--- src/rtl/regbank_pkg.sv ---
package regbank_pkg;

    localparam int WORD_W = 32;
    localparam int LANE_W = 8;
    localparam int BE_W   = WORD_W / LANE_W;

    typedef enum logic [3:0] {
        ATTR_RSVD,
        ATTR_RW,
        ATTR_RO_CONST,
        ATTR_RO_LIVE,
        ATTR_RC,
        ATTR_RCW,
        ATTR_W1C,
        ATTR_RWL,
        ATTR_WT,
        ATTR_HWINIT
    } bit_attr_e;

    typedef struct packed {
        logic              rd;
        logic              wr;
        logic [BE_W-1:0]   be;
        logic [WORD_W-1:0] data;
    } host_acc_s;

    // Expand byte enables to a per-bit mask.
    function automatic logic [WORD_W-1:0] lane_mask(input logic [BE_W-1:0] be);
        logic [WORD_W-1:0] m;
        for (int i = 0; i < BE_W; i++) begin
            m[i*LANE_W +: LANE_W] = {LANE_W{be[i]}};
        end
        return m;
    endfunction

    // Resolve one bit's behaviour from the mask bits; the first match wins.
    function automatic bit_attr_e pick_attr(
        input logic wt,  input logic cst, input logic live,
        input logic hwi, input logic rwl, input logic w1c,
        input logic rcw, input logic rc,  input logic rw);
        if (wt)        return ATTR_WT;
        else if (cst)  return ATTR_RO_CONST;
        else if (live) return ATTR_RO_LIVE;
        else if (hwi)  return ATTR_HWINIT;
        else if (rwl)  return ATTR_RWL;
        else if (w1c)  return ATTR_W1C;
        else if (rcw)  return ATTR_RCW;
        else if (rc)   return ATTR_RC;
        else if (rw)   return ATTR_RW;
        else           return ATTR_RSVD;
    endfunction

endpackage

--- src/rtl/regbank_decode.sv ---
module regbank_decode #(
    parameter int NUM_REGS = 4,
    parameter int ADDR_W   = 3
) (
    input  logic [ADDR_W-1:0]   addr,
    input  logic                stb,
    output logic [NUM_REGS-1:0] sel
);

    for (genvar r = 0; r < NUM_REGS; r++) begin : g_sel
        assign sel[r] = stb && (addr == ADDR_W'(r));
    end

endmodule

--- src/rtl/regbank_word.sv ---
module regbank_word
    import regbank_pkg::*;
#(
    parameter logic [WORD_W-1:0] RW_M   = '0,
    parameter logic [WORD_W-1:0] RWL_M  = '0,
    parameter logic [WORD_W-1:0] RC_M   = '0,
    parameter logic [WORD_W-1:0] RCW_M  = '0,
    parameter logic [WORD_W-1:0] W1C_M  = '0,
    parameter logic [WORD_W-1:0] WT_M   = '0,
    parameter logic [WORD_W-1:0] HWI_M  = '0,
    parameter logic [WORD_W-1:0] CST_M  = '0,
    parameter logic [WORD_W-1:0] LIVE_M = '0,
    parameter logic [WORD_W-1:0] CST_V  = '0,
    parameter logic [WORD_W-1:0] RST_V  = '0
) (
    input  logic              clk,
    input  logic              rst,
    input  host_acc_s         acc,
    input  logic              unlock,
    input  logic              init_ld,
    input  logic [WORD_W-1:0] init_data,
    input  logic [WORD_W-1:0] hw_set,
    input  logic [WORD_W-1:0] hw_status,
    output logic [WORD_W-1:0] value
);

    localparam bit HAS_WT = |WT_M;

    logic [WORD_W-1:0] lanes;
    logic              wt_ok;
    logic [WORD_W-1:0] wr_bits;

    // Qualification is decided once per write for the whole word.
    assign lanes   = lane_mask(acc.be);
    assign wt_ok   = HAS_WT ? |(acc.data & WT_M & lanes) : 1'b1;
    assign wr_bits = {WORD_W{acc.wr & wt_ok}} & lanes;

    for (genvar i = 0; i < WORD_W; i++) begin : g_bit
        localparam bit_attr_e KIND = pick_attr(WT_M[i], CST_M[i], LIVE_M[i], HWI_M[i],
                                               RWL_M[i], W1C_M[i], RCW_M[i], RC_M[i], RW_M[i]);
        case (KIND)
            ATTR_RW: begin : g_rw
                logic q;
                always_ff @(posedge clk) begin
                    if (rst)             q <= RST_V[i];
                    else if (wr_bits[i]) q <= acc.data[i];
                end
                assign value[i] = q;
            end
            ATTR_RWL: begin : g_rwl
                logic q;
                always_ff @(posedge clk) begin
                    if (rst)                      q <= RST_V[i];
                    else if (wr_bits[i] && unlock) q <= acc.data[i];
                end
                assign value[i] = q;
            end
            ATTR_RC: begin : g_rc
                logic q;
                always_ff @(posedge clk) begin
                    if (rst)            q <= RST_V[i];
                    else if (hw_set[i]) q <= 1'b1;
                    else if (acc.rd)    q <= 1'b0;
                end
                assign value[i] = q;
            end
            ATTR_RCW: begin : g_rcw
                logic q;
                always_ff @(posedge clk) begin
                    if (rst)             q <= RST_V[i];
                    else if (hw_set[i])  q <= 1'b1;
                    else if (wr_bits[i]) q <= acc.data[i];
                    else if (acc.rd)     q <= 1'b0;
                end
                assign value[i] = q;
            end
            ATTR_W1C: begin : g_w1c
                logic q;
                always_ff @(posedge clk) begin
                    if (rst)                             q <= RST_V[i];
                    else if (hw_set[i])                  q <= 1'b1;
                    else if (wr_bits[i] && acc.data[i])  q <= 1'b0;
                end
                assign value[i] = q;
            end
            ATTR_HWINIT: begin : g_hwi
                logic q;
                always_ff @(posedge clk) begin
                    if (rst)          q <= RST_V[i];
                    else if (init_ld) q <= init_data[i];
                end
                assign value[i] = q;
            end
            ATTR_RO_CONST: begin : g_cst
                assign value[i] = CST_V[i];
            end
            ATTR_RO_LIVE: begin : g_live
                assign value[i] = hw_status[i];
            end
            default: begin : g_zero
                assign value[i] = 1'b0;
            end
        endcase
    end

    logic unused_word;
    assign unused_word = ^{acc, unlock, init_ld, init_data, hw_set, hw_status, wr_bits};

endmodule

--- src/rtl/regbank_rdmux.sv ---
module regbank_rdmux
    import regbank_pkg::*;
#(
    parameter int NUM_REGS = 4
) (
    input  logic [NUM_REGS-1:0][WORD_W-1:0] words,
    input  logic [NUM_REGS-1:0]             sel,
    output logic [WORD_W-1:0]               rdata
);

    always_comb begin
        rdata = '0;
        for (int r = 0; r < NUM_REGS; r++) begin
            rdata = rdata | (words[r] & {WORD_W{sel[r]}});
        end
    end

endmodule

--- src/rtl/regbank_attr.sv ---
module regbank_attr
    import regbank_pkg::*;
#(
    parameter int NUM_REGS = 4,
    parameter int ADDR_W   = 3,
    parameter logic [NUM_REGS*WORD_W-1:0] RW_MASK    = 128'h00000000_0000FFFF_00000000_000000FF,
    parameter logic [NUM_REGS*WORD_W-1:0] RWL_MASK   = 128'hFFFF0000_00000000_00000000_0000FF00,
    parameter logic [NUM_REGS*WORD_W-1:0] RC_MASK    = 128'h00000000_00000000_0000FF00_00000000,
    parameter logic [NUM_REGS*WORD_W-1:0] RCW_MASK   = 128'h00000000_00000000_00FF0000_00000000,
    parameter logic [NUM_REGS*WORD_W-1:0] W1C_MASK   = 128'h00000000_00FF0000_000000FF_00000000,
    parameter logic [NUM_REGS*WORD_W-1:0] WT_MASK    = 128'h00000000_80000000_00000000_00000000,
    parameter logic [NUM_REGS*WORD_W-1:0] HWI_MASK   = 128'h00000000_00000000_00000000_00FF0000,
    parameter logic [NUM_REGS*WORD_W-1:0] CONST_MASK = 128'h00000000_00000000_00000000_0F000000,
    parameter logic [NUM_REGS*WORD_W-1:0] LIVE_MASK  = 128'h0000FFFF_00000000_00000000_F0000000,
    parameter logic [NUM_REGS*WORD_W-1:0] CONST_VAL  = 128'h00000000_00000000_00000000_0A000000,
    parameter logic [NUM_REGS*WORD_W-1:0] RST_VAL    = 128'h00000000_00000000_00000000_0000005A
) (
    input  logic                       clk,
    input  logic                       rst,
    input  logic [ADDR_W-1:0]          host_addr,
    input  logic                       host_rd,
    input  logic                       host_wr,
    input  logic [WORD_W-1:0]          host_wdata,
    input  logic [BE_W-1:0]            host_be,
    output logic [WORD_W-1:0]          host_rdata,
    input  logic [NUM_REGS*WORD_W-1:0] hw_set,
    input  logic [NUM_REGS*WORD_W-1:0] hw_status,
    input  logic                       init_we,
    input  logic [ADDR_W-1:0]          init_addr,
    input  logic [WORD_W-1:0]          init_data,
    input  logic                       init_done,
    input  logic                       unlock
);

    localparam int BANK_W = NUM_REGS * WORD_W;

    logic [NUM_REGS-1:0]             rd_sel;
    logic [NUM_REGS-1:0]             wr_sel;
    logic [NUM_REGS-1:0]             ld_sel;
    logic [NUM_REGS-1:0][WORD_W-1:0] words;
    logic [BANK_W-1:0]               bank_view;
    logic                            done_q;

    regbank_decode #(.NUM_REGS(NUM_REGS), .ADDR_W(ADDR_W)) u_rd_dec (
        .addr(host_addr), .stb(host_rd), .sel(rd_sel));
    regbank_decode #(.NUM_REGS(NUM_REGS), .ADDR_W(ADDR_W)) u_wr_dec (
        .addr(host_addr), .stb(host_wr), .sel(wr_sel));
    regbank_decode #(.NUM_REGS(NUM_REGS), .ADDR_W(ADDR_W)) u_ld_dec (
        .addr(init_addr), .stb(init_we), .sel(ld_sel));

    // Initialization window closes for good once init_done is seen.
    always_ff @(posedge clk) begin
        if (rst)            done_q <= 1'b0;
        else if (init_done) done_q <= 1'b1;
    end

    for (genvar r = 0; r < NUM_REGS; r++) begin : g_word
        host_acc_s acc;
        assign acc = '{rd: rd_sel[r], wr: wr_sel[r], be: host_be, data: host_wdata};

        regbank_word #(
            .RW_M  (RW_MASK   [r*WORD_W +: WORD_W]),
            .RWL_M (RWL_MASK  [r*WORD_W +: WORD_W]),
            .RC_M  (RC_MASK   [r*WORD_W +: WORD_W]),
            .RCW_M (RCW_MASK  [r*WORD_W +: WORD_W]),
            .W1C_M (W1C_MASK  [r*WORD_W +: WORD_W]),
            .WT_M  (WT_MASK   [r*WORD_W +: WORD_W]),
            .HWI_M (HWI_MASK  [r*WORD_W +: WORD_W]),
            .CST_M (CONST_MASK[r*WORD_W +: WORD_W]),
            .LIVE_M(LIVE_MASK [r*WORD_W +: WORD_W]),
            .CST_V (CONST_VAL [r*WORD_W +: WORD_W]),
            .RST_V (RST_VAL   [r*WORD_W +: WORD_W])
        ) u_word (
            .clk      (clk),
            .rst      (rst),
            .acc      (acc),
            .unlock   (unlock),
            .init_ld  (ld_sel[r] & ~done_q),
            .init_data(init_data),
            .hw_set   (hw_set   [r*WORD_W +: WORD_W]),
            .hw_status(hw_status[r*WORD_W +: WORD_W]),
            .value    (words[r])
        );
    end

    assign bank_view = words;

    regbank_rdmux #(.NUM_REGS(NUM_REGS)) u_rdmux (
        .words(words), .sel(rd_sel), .rdata(host_rdata));

    logic unused_top;
    assign unused_top = ^bank_view;

endmodule

--- config.mk ---
export PLATFORM = sky130hd
export DESIGN_NAME = regbank_attr
export DESIGN_NICKNAME = d
export VERILOG_FILES = /design/src/rtl/regbank_pkg.sv /design/src/rtl/regbank_decode.sv /design/src/rtl/regbank_word.sv /design/src/rtl/regbank_rdmux.sv /design/src/rtl/regbank_attr.sv
export SDC_FILE = /design/constraint.sdc
export NUM_CORES = 1
export LEC_CHECK = 0
export CORE_AREA = 5 5 141 143
export DETAILED_ROUTE_END_ITERATION = 8
export DIE_AREA = 0 0 146 148
export PLACE_DENSITY = 0.68
export SYNTH_ARGS = -nofsm -noshare
export SYNTH_HDL_FRONTEND = slang
export SYNTH_HIERARCHICAL = 1
export SYNTH_SLANG_ARGS = --single-unit
--- constraint.sdc ---
create_clock -name clk -period 2.6 [get_ports clk]
set_clock_uncertainty 0.05 [all_clocks]
set_input_delay 0.65 -clock clk [delete_from_list [all_inputs] [get_ports clk]]
set_output_delay 0.65 -clock clk [all_outputs]
set_load 0.02 [all_outputs]
## Word level (Yosys, flattened, before mapping)

Index checks and enable logic that the tools add are counted.

| word-level totals | value |
|---|---|
| flip-flop bits (word level) | 89 |
| word-level logic and storage cells | 248 |
| output and inout port bits | 32 |

| operators by class | value |
|---|---|
| reduce and logical (&&, ||, !) cells | 84 |
| muxes and demuxes | 57 |
| bitwise gates (word level) | 15 |
| equality and inequality tests | 3 |

Operators by type and width:

| operator | number |
|---|---|
| $and A32 B32 Y32 | 4 |
| $or A32 B32 Y32 | 3 |
| $and A24 B32 Y32 | 2 |
| $mux W1 | 57 |
| $logic_and A1 B1 Y1 | 49 |
| $and A24 B24 Y24 | 2 |
| $reduce_bool A2 Y1 | 24 |
| $reduce_or A32 Y1 | 1 |
| $reduce_bool A3 Y1 | 8 |
| $and A16 B16 Y16 | 1 |
| $eq A3 B2 Y1 const B | 2 |
| $logic_not A3 Y1 | 2 |
| $eq A3 B1 Y1 const B | 1 |
| $and A1 B1 Y1 | 2 |
| $not A1 Y1 | 1 |

## Longest topological paths before layout

Gate-level depths: netlist of the first run.

| depth | value |
|---|---|
| depth after elaboration | 7 |
| depth in mapped cells | 5 |
| mapped depth without buffers | 4 |

## By module

Netlist of the first run, hierarchy kept.

Modules (own cells, without submodules):

| module | area each (um2) | sequential area each (um2) | cells an instance | times used |
|---|---|---|---|---|
| regbank_word at g_word[2].u_word | 1346.3 | 480.5 | 139 | 1 |
| regbank_word at g_word[1].u_word | 1273.7 | 480.5 | 142 | 1 |
| regbank_word at g_word[0].u_word | 1216.2 | 480.5 | 127 | 1 |
| regbank_word at g_word[3].u_word | 967.2 | 320.3 | 103 | 1 |
| regbank_rdmux | 705.7 | 0.0 | 108 | 1 |
| regbank_decode | 50.0 | 0.0 | 4 | 3 |
| regbank_attr | 55.1 | 20.0 | 6 | 1 |

## Worst setup path after synthesis of the first run

No wires, ideal clock.

| timing path | value |
|---|---|
| path type | input port to output port |
| start | input port host_addr[0] |
| end | output port host_rdata[30] |
| data arrival time | 1.590 ns |
| path buffers | 1 |
| required time | 1.900 ns |
| path slack | 0.310 ns |
| stages | 4 |
| path through | nor4b_2 buf_6 a22oi_1 nand2_1 |

| on the way | value |
|---|---|
| word-level cells in the longest chain between the ends | 6 |
| elaborated cells on any way between the ends | 15 |
| classes of those cells | 3 x eq/ne; 7 x bitwise; 5 x reduce/logical |

Ends and longest elaborated chain:

| element | RTL line | RTL |
|---|---|---|
| start: declaration | regbank_attr.sv:20 | `input logic [ADDR_W-1:0] host_addr,` |
| $eq A3 B1 Y1 or $logic_not A3 Y1 (tied branches) | regbank_decode.sv:11 | `assign sel[r] = stb && (addr == ADDR_W'(r));` |
| $logic_and A1 B1 Y1 | regbank_decode.sv:11 |  |
| $and A24 B32 Y32 or $and A32 B32 Y32 (tied branches) | regbank_rdmux.sv:14 | `rdata = rdata \| (words[r] & {WORD_W{sel[r]}});` |
| $or A32 B32 Y32 (2 in series) | regbank_rdmux.sv:14 |  |
| $or A32 B32 Y32 * | regbank_rdmux.sv:14 |  |
| end: declaration | regbank_attr.sv:25 | `output logic [WORD_W-1:0] host_rdata,` |

Mark *: on every way between the ends. The rest lies on a longest branch, timed or not.

## Worst setup path after layout of the first run

| timing path | value |
|---|---|
| start | input port host_rd |
| end | output port host_rdata[24] |

| on the way | value |
|---|---|
| elaborated cells on any way between the ends | 11 |
| classes of those cells | 7 x bitwise; 4 x reduce/logical |

RTL lines:

| element | RTL line | RTL |
|---|---|---|
| start: declaration | regbank_attr.sv:21 | `input logic host_rd,` |
| $logic_and A1 B1 Y1 | regbank_decode.sv:11 |  |
| net rd_sel[3] | regbank_attr.sv:37 | `logic [NUM_REGS-1:0] rd_sel;` |
| $and A32 B32 Y32 | regbank_rdmux.sv:14 |  |
| $or A32 B32 Y32 | regbank_rdmux.sv:14 |  |

The timed path passes the listed nets, and every way through them passes these cells.

==> out/metrics.csv, run 1 <==
metric,value,unit
fin_crit_sh,97.1,%
hold_viol,0,
r2r_slack,1.46,ns
critPathBufInv,3,
fin_nets,1001,
grt_pass1_vias,4221,
ant_nets,0,
path_class,in -> out,
fin_hold_ws,0.424,ns
leakage,2.75,nW
vias_per_cell,4.59,
rsz0062_at_grt,no,
routed_wl,15100,um
path_delay_family,buffers and inverters,
grtUsageMet1,17.6,%
hpwl,10700,um
hp-class,reg -> reg,
cts_tree,yes,
drive_gt1_share,16.1,%
setup_viol,0,
worst_ep_required_time,1.90,ns
vias,4146,
seqPwrFrac,41.7,%
switchingPower,0.000791,W
synth_cells,631,
areaGrowthSynthToFinish,21.0,%
grt_use_met2,21.8,%
status,"complete, no violations",
portBuffers,140,
hold_buffers,0,
max_freq,396,MHz
combinationalPowerShare,14.0,%
final-seq-area,1780,um^2
cts_max_path_buffers,2,
synth-warning-count,6,
p_int,0.00265,W
htreeDepth,3,
row_count,50,
dieArea,21600,um^2
syn_area,5660,um^2
crit_slowest_cell,and4b_2,
cts_sinks,89,
worstPathCellList,clkdlybuf4s15_1 > and4b_2 > buf_12 > a22oi_1 > nand2_1 > clkdlybuf4s15_2,
clkLatencyLatePin,0.34,ns
die_h,148,um
crit_path_end_kind,output port,
clkTransAtPathRegs,0.06,ns
antenna_found_initial,5,
pwr-share-clk,44.3,%
cp_max_fo,21,
fin_util,37.1,%
grtUsageTotal,13.7,%
fin_ws,0.0754,ns
grt_start_max_net_pins,62,
min_period,2.52,ns
drt_iter0_markers,161,
use_met3,5.18,%
ios,369,
start_kind,input port,
power_density,503,nW/um^2
drv_cap,0,
critPathMaxStageDelay,0.29,ns
grt_pass1_wl,23300,um
multi_input_area,2650,um^2
synth.avg_cell_area,8.97,um^2
busiest_layer,met2,
cp_data_arrival_time,1.82,ns
slew_viol_final,0,
switching_share,23.0,%
die_w,146,um
place_ws,-0.717,ns
root_buffer,clkbuf_16,
remaining_drc_errors,0,
fillers,1868,
routedWlPerCell,16.7,um
cts_buffers,9,
vdd_drop_max,334,uV
routabilityCongestion,0.756,
grt_overflow,0,
floorplan.initialDensity,30.7,%
core,18500,um^2
firstDrtPassIters,5,
area by class of cell:
class                           instances  share of cell area (%)
Clock buffer                           11                    3.55
Multi-Input combinational cell        371                    38.7
Inverter                               24                    1.32
Sequential cell                        89                    26.0
Clock inverter                          5                    1.50
Antenna cell                            1                  0.0365
Timing Repair Buffer                  169                    24.6
Tap cell                              234                    4.28
cells in the final DEF, fill, tap and decap left out, types with 2 or more instances in the layout:
master and count:
clkdlybuf4s50_1 103, nand2b_1 96, dfxtp_1 89, a22oi_1 63
mux2i_1 48, nand2_1 32, buf_4 29, nor2_1 24
inv_1 24, conb_1 20, buf_2 16, a21oi_1 12
clkbuf_16 11, a311oi_2 10, buf_12 9, and4b_1 9
nor3_1 8, and3_1 7, nor4bb_1 7, a311oi_1 6
buf_6 5, nand3_1 4, a21bo_2 4, a211o_1 4
bufinv_16 3, and4bb_2 3, and4_2 2, nor4b_2 2
final timing paths:
check,start,to,cells past startpoint
setup / recovery,host_rd,host_rdata[24],6
hold / removal,g_word[0].u_word/g_bit[10].g_rwl.q$_SDFFE_PP0P_,g_word[0].u_word/g_bit[10].g_rwl.q$_SDFFE_PP0P_,2
setup reg to reg,done_q$_SDFFE_PP0P_,g_word[0].u_word/g_bit[17].g_hwi.q$_SDFFE_PP0P_,4
hold reg to reg,g_word[0].u_word/g_bit[10].g_rwl.q$_SDFFE_PP0P_,g_word[0].u_word/g_bit[10].g_rwl.q$_SDFFE_PP0P_,2
sequential cells by signal, indices dropped and copies added (netlist names):
| signal | cells |
|---|---|
| g_word.u_word/g_bit.g_rw.q | 24 |
| g_word.u_word/g_bit.g_rwl.q | 24 |
| g_word.u_word/g_bit.g_w1c.q | 16 |
| g_word.u_word/g_bit.g_hwi.q | 8 |
| g_word.u_word/g_bit.g_rc.q | 8 |
| g_word.u_word/g_bit.g_rcw.q | 8 |
| done_q | 1 |
worst register-to-register path, cell delays in order (launching register included):
cell,delay (ns)
dfxtp_1,0.32
nor2b_1,0.14
buf_4,0.24
mux2i_1,0.22
nor2_1,0.05
power groups by stage:
stage               combinational [W]  sequential, W  clock, W
floorplan                    0.000302        0.00146         0
global placement             0.000479        0.00146         0
detailed placement           0.000484        0.00146         0
CTS                          0.000476        0.00143   0.00158
global route                 0.000524        0.00144   0.00163
finish                       0.000482        0.00143   0.00153
through the flow:
| step | power (W) | cell area, um^2 | setup TNS [ns] | cells |
|---|---|---|---|---|
| 6_report | 0.00344 | 6850 | 0 | 904 |
| 3_5_place_dp | 0.00195 | 6500 | -21.85 | 882 |
| 3_3_place_gp | 0.00194 | 6500 | -20.74 | 882 |
| 4_1_cts | 0.00348 | 6770 | 0 | 901 |
| 5_1_grt | 0.00359 | 6840 | 0 | 903 |
| 2_1_floorplan | 0.00176 | 5720 | 0 | 647 |
per-layer routing:
| layer | part of all wire [%] | vias up |
|---|---|---|
| li1 | - | 2094 |
| met1 | 46 | 1913 |
| met2 | 46 | 112 |
| met3 | 6.8 | 19 |
| met4 | 1.0 | 8 |
| met5 | 0.33 | - |
timing repair:
| action | CTS | global route |
|---|---|---|
| gates resized for setup | 147 | 20 |
| pin swaps | 3 | 3 |
| cloned | 1 | 2 |
| setup endpoints to repair | 32 | 27 |
| buffers inserted | 2 | 0 |
No activity file was read; power rests on OpenSTA's default activity.
==> run 2, diff against run 1 <==
CORE_AREA = 5 5 138 140   (was 5 5 141 143)
DIE_AREA = 0 0 143 145   (was 0 0 146 148)
PLACE_DENSITY = 0.7   (was 0.68)
REMOVE_ABC_BUFFERS = 1   (was unset)
clock period = 2.7 ns   (was 2.6 ns; I/O delays follow)
==> out/metrics.csv, run 2 (synthesis results as in run 1) <==
metric,value,unit,change
status,"complete, no violations",,
rsz0062_at_grt,no,,
cts_max_path_buffers,2,,unchanged
tightest_slew,0.612,ns,
path_class,in -> out,,
die_h,145,um,-2.0%
die_w,143,um,-2.1%
diodes,0,,-1
grt_start_max_net_pins,72,,+16%
areaGrowthSynthToFinish,17.1,%,
grt_pass1_wl,22700,um,-2.3%
min_period,2.64,ns,
hpwl,10500,um,-2.2%
cts_tree,yes,,
slew_viol_final,0,,unchanged
crit_slowest_cell,and4b_2,,
ios,369,,unchanged
maxSlewHeadroom,59.2,%,
routedWlPerCell,16.0,um,-4.4%
worst_ep_required_time,1.98,ns,+0.08 ns
fin_nets,1000,,-0.10%
grt_pass1_vias,4072,,-3.5%
layout_commonest_cell,clkdlybuf4s50_1,,
dieArea,20700,um^2,-4.0%
root_buffer,clkbuf_16,,
hold_buffers,0,,unchanged
remaining_drc_errors,0,,unchanged
hold_viol,0,,unchanged
drv_cap,0,,unchanged
firstDrtPassIters,5,,unchanged
worstPathCellList,dlygate4sd2_1 > and4b_2 > buf_12 > a22oi_1 > nand2_1 > clkdlybuf4s15_1,,
layout_common_cells,"103 x clkdlybuf4s50_1, 96 x nand2b_1, 89 x dfxtp_1, 64 x a22oi_1, 48 x mux2i_1",,
floorplan.initialDensity,31.9,%,+1.3 points
cts_sinks,89,,unchanged
max_freq,378,MHz,
hp-class,reg -> reg,,
routabilityCongestion,0.745,,-1.5%
htreeDepth,3,,unchanged
fin_tns_setup,0,ns,unchanged
cp_data_arrival_time,1.92,ns,+0.10 ns
grt_overflow,0,,unchanged
fin_hold_ws,0.421,ns,-0.00282 ns
vias_per_cell,4.60,,+0.32%
clkTransAtPathRegs,0.07,ns,about the same
fillers,1786,,-4.4%
fin_cells,897,,-0.77%
clkLatencyLatePin,0.34,ns,about the same
cp_max_fo,16,,-24%
drt_iter0_markers,215,,+34%
row_count,49,,-2.0%
antenna_found_initial,1,,-4
start_kind,input port,,
cts_buffers,9,,unchanged
drive_gt1_share,15.6,%,-0.57 points
layout_top_registers,"g_word.u_word/g_bit.g_rw.q: 24 flops, g_word.u_word/g_bit.g_rwl.q: 24 flops, g_word.u_word/g_bit.g_w1c.q: 16 flops",,
setup_viol,0,,unchanged
final-seq-area,1780,um^2,unchanged
portBuffers,140,,unchanged
fin_crit_sh,97.9,%,
place_inst,878,,-0.45%
routed_wl,14400,um,-5.1%
power_density,454,nW/um^2,-9.7%
vdd_drop_max,287,uV,-14%
multi_input_area,2640,um^2,-0.33%
ant_nets,0,,unchanged
critPathMaxStageDelay,0.29,ns,about the same
crit_path_end_kind,output port,,
vias,4127,,-0.46%
leakage,2.68,nW,-2.5%
core,17700,um^2,-4.0%
grtUsageTotal,14.0,%,+0.29 points
fin_util,37.4,%,+0.30 points
-- run 2: cell count changes in the layout (fill, tap and decap cells not counted), sizes merged --
cell	delta
clkbuf	+3
diode	-1
clkinvlp	+1
buf	-3
clkdlybuf4s15	-1
bufinv	-3
dlygate4sd2	+1
clkinv	+1
-- run 2: timing repair --
action | 4_1_cts | 5_1_grt
cloned | 1 | 0
pin swaps | 2 | 1
buffers inserted | 2 | 0
endpoints found under the setup margin | 32 | 32
resized for setup | 135 | 14
-- run 2: layout make-up --
cell class              instances  area share, %
clock buffers                  12           3.72
inverters                      24           1.36
multi-input cells             371           39.9
repair buffers                168           23.4
clock inverters                 4          0.434
well taps                     229           4.32
flip-flops and latches         89           26.9
-- run 2: power by group --
part	internal (W)	switching [W]	total (W)
Combinational	0.000257	0.000191	0.000448
Clock	0.000650	0.000531	0.00118
Sequential	0.00136	0.0000234	0.00138
Total	0.00226	0.000745	0.00301
-- run 2: routing by layer --
metal / routed length [um] / GRT usage [%] / up-vias
met4: 204 / 4.28 / 2
li1: - / - / 2093
met5: 13 / 0 / -
met1: 6910 / 19.9 / 1899
met2: 6100 / 20.3 / 120
met3: 1130 / 4.08 / 13
-- run 2: final timing paths --
kind	cells after the start	to	from	slack [ns]
max	6	host_rdata[26]	host_rd	0.06
min	1	g_word[0].u_word/g_bit[4].g_rw.q$_SDFFE_PP1P_	g_word[0].u_word/g_bit[4].g_rw.q$_SDFFE_PP1P_	0.42
max reg2reg	4	g_word[0].u_word/g_bit[17].g_hwi.q$_SDFFE_PP0P_	done_q$_SDFFE_PP0P_	1.69
min reg2reg	1	g_word[0].u_word/g_bit[4].g_rw.q$_SDFFE_PP1P_	g_word[0].u_word/g_bit[4].g_rw.q$_SDFFE_PP1P_	0.42
-- run 2: through the flow --
stage | cell area, um^2 | total power [W] | setup slack, ns
floorplan | 4500 | 0.00157 | -0.595
global placement | 6460 | 0.00187 | -0.673
detailed placement | 6460 | 0.00187 | -0.709
CTS | 6620 | 0.00306 | 0.0187
global route | 6630 | 0.00315 | 0.00309
finish | 6630 | 0.00301 | 0.0561
-- run 2: worst max-delay path, delay by kind of cell --
family          cells  cell delay (ns)
compound gates      1             0.15
buf+inv             3             0.71
simple gates        2             0.37
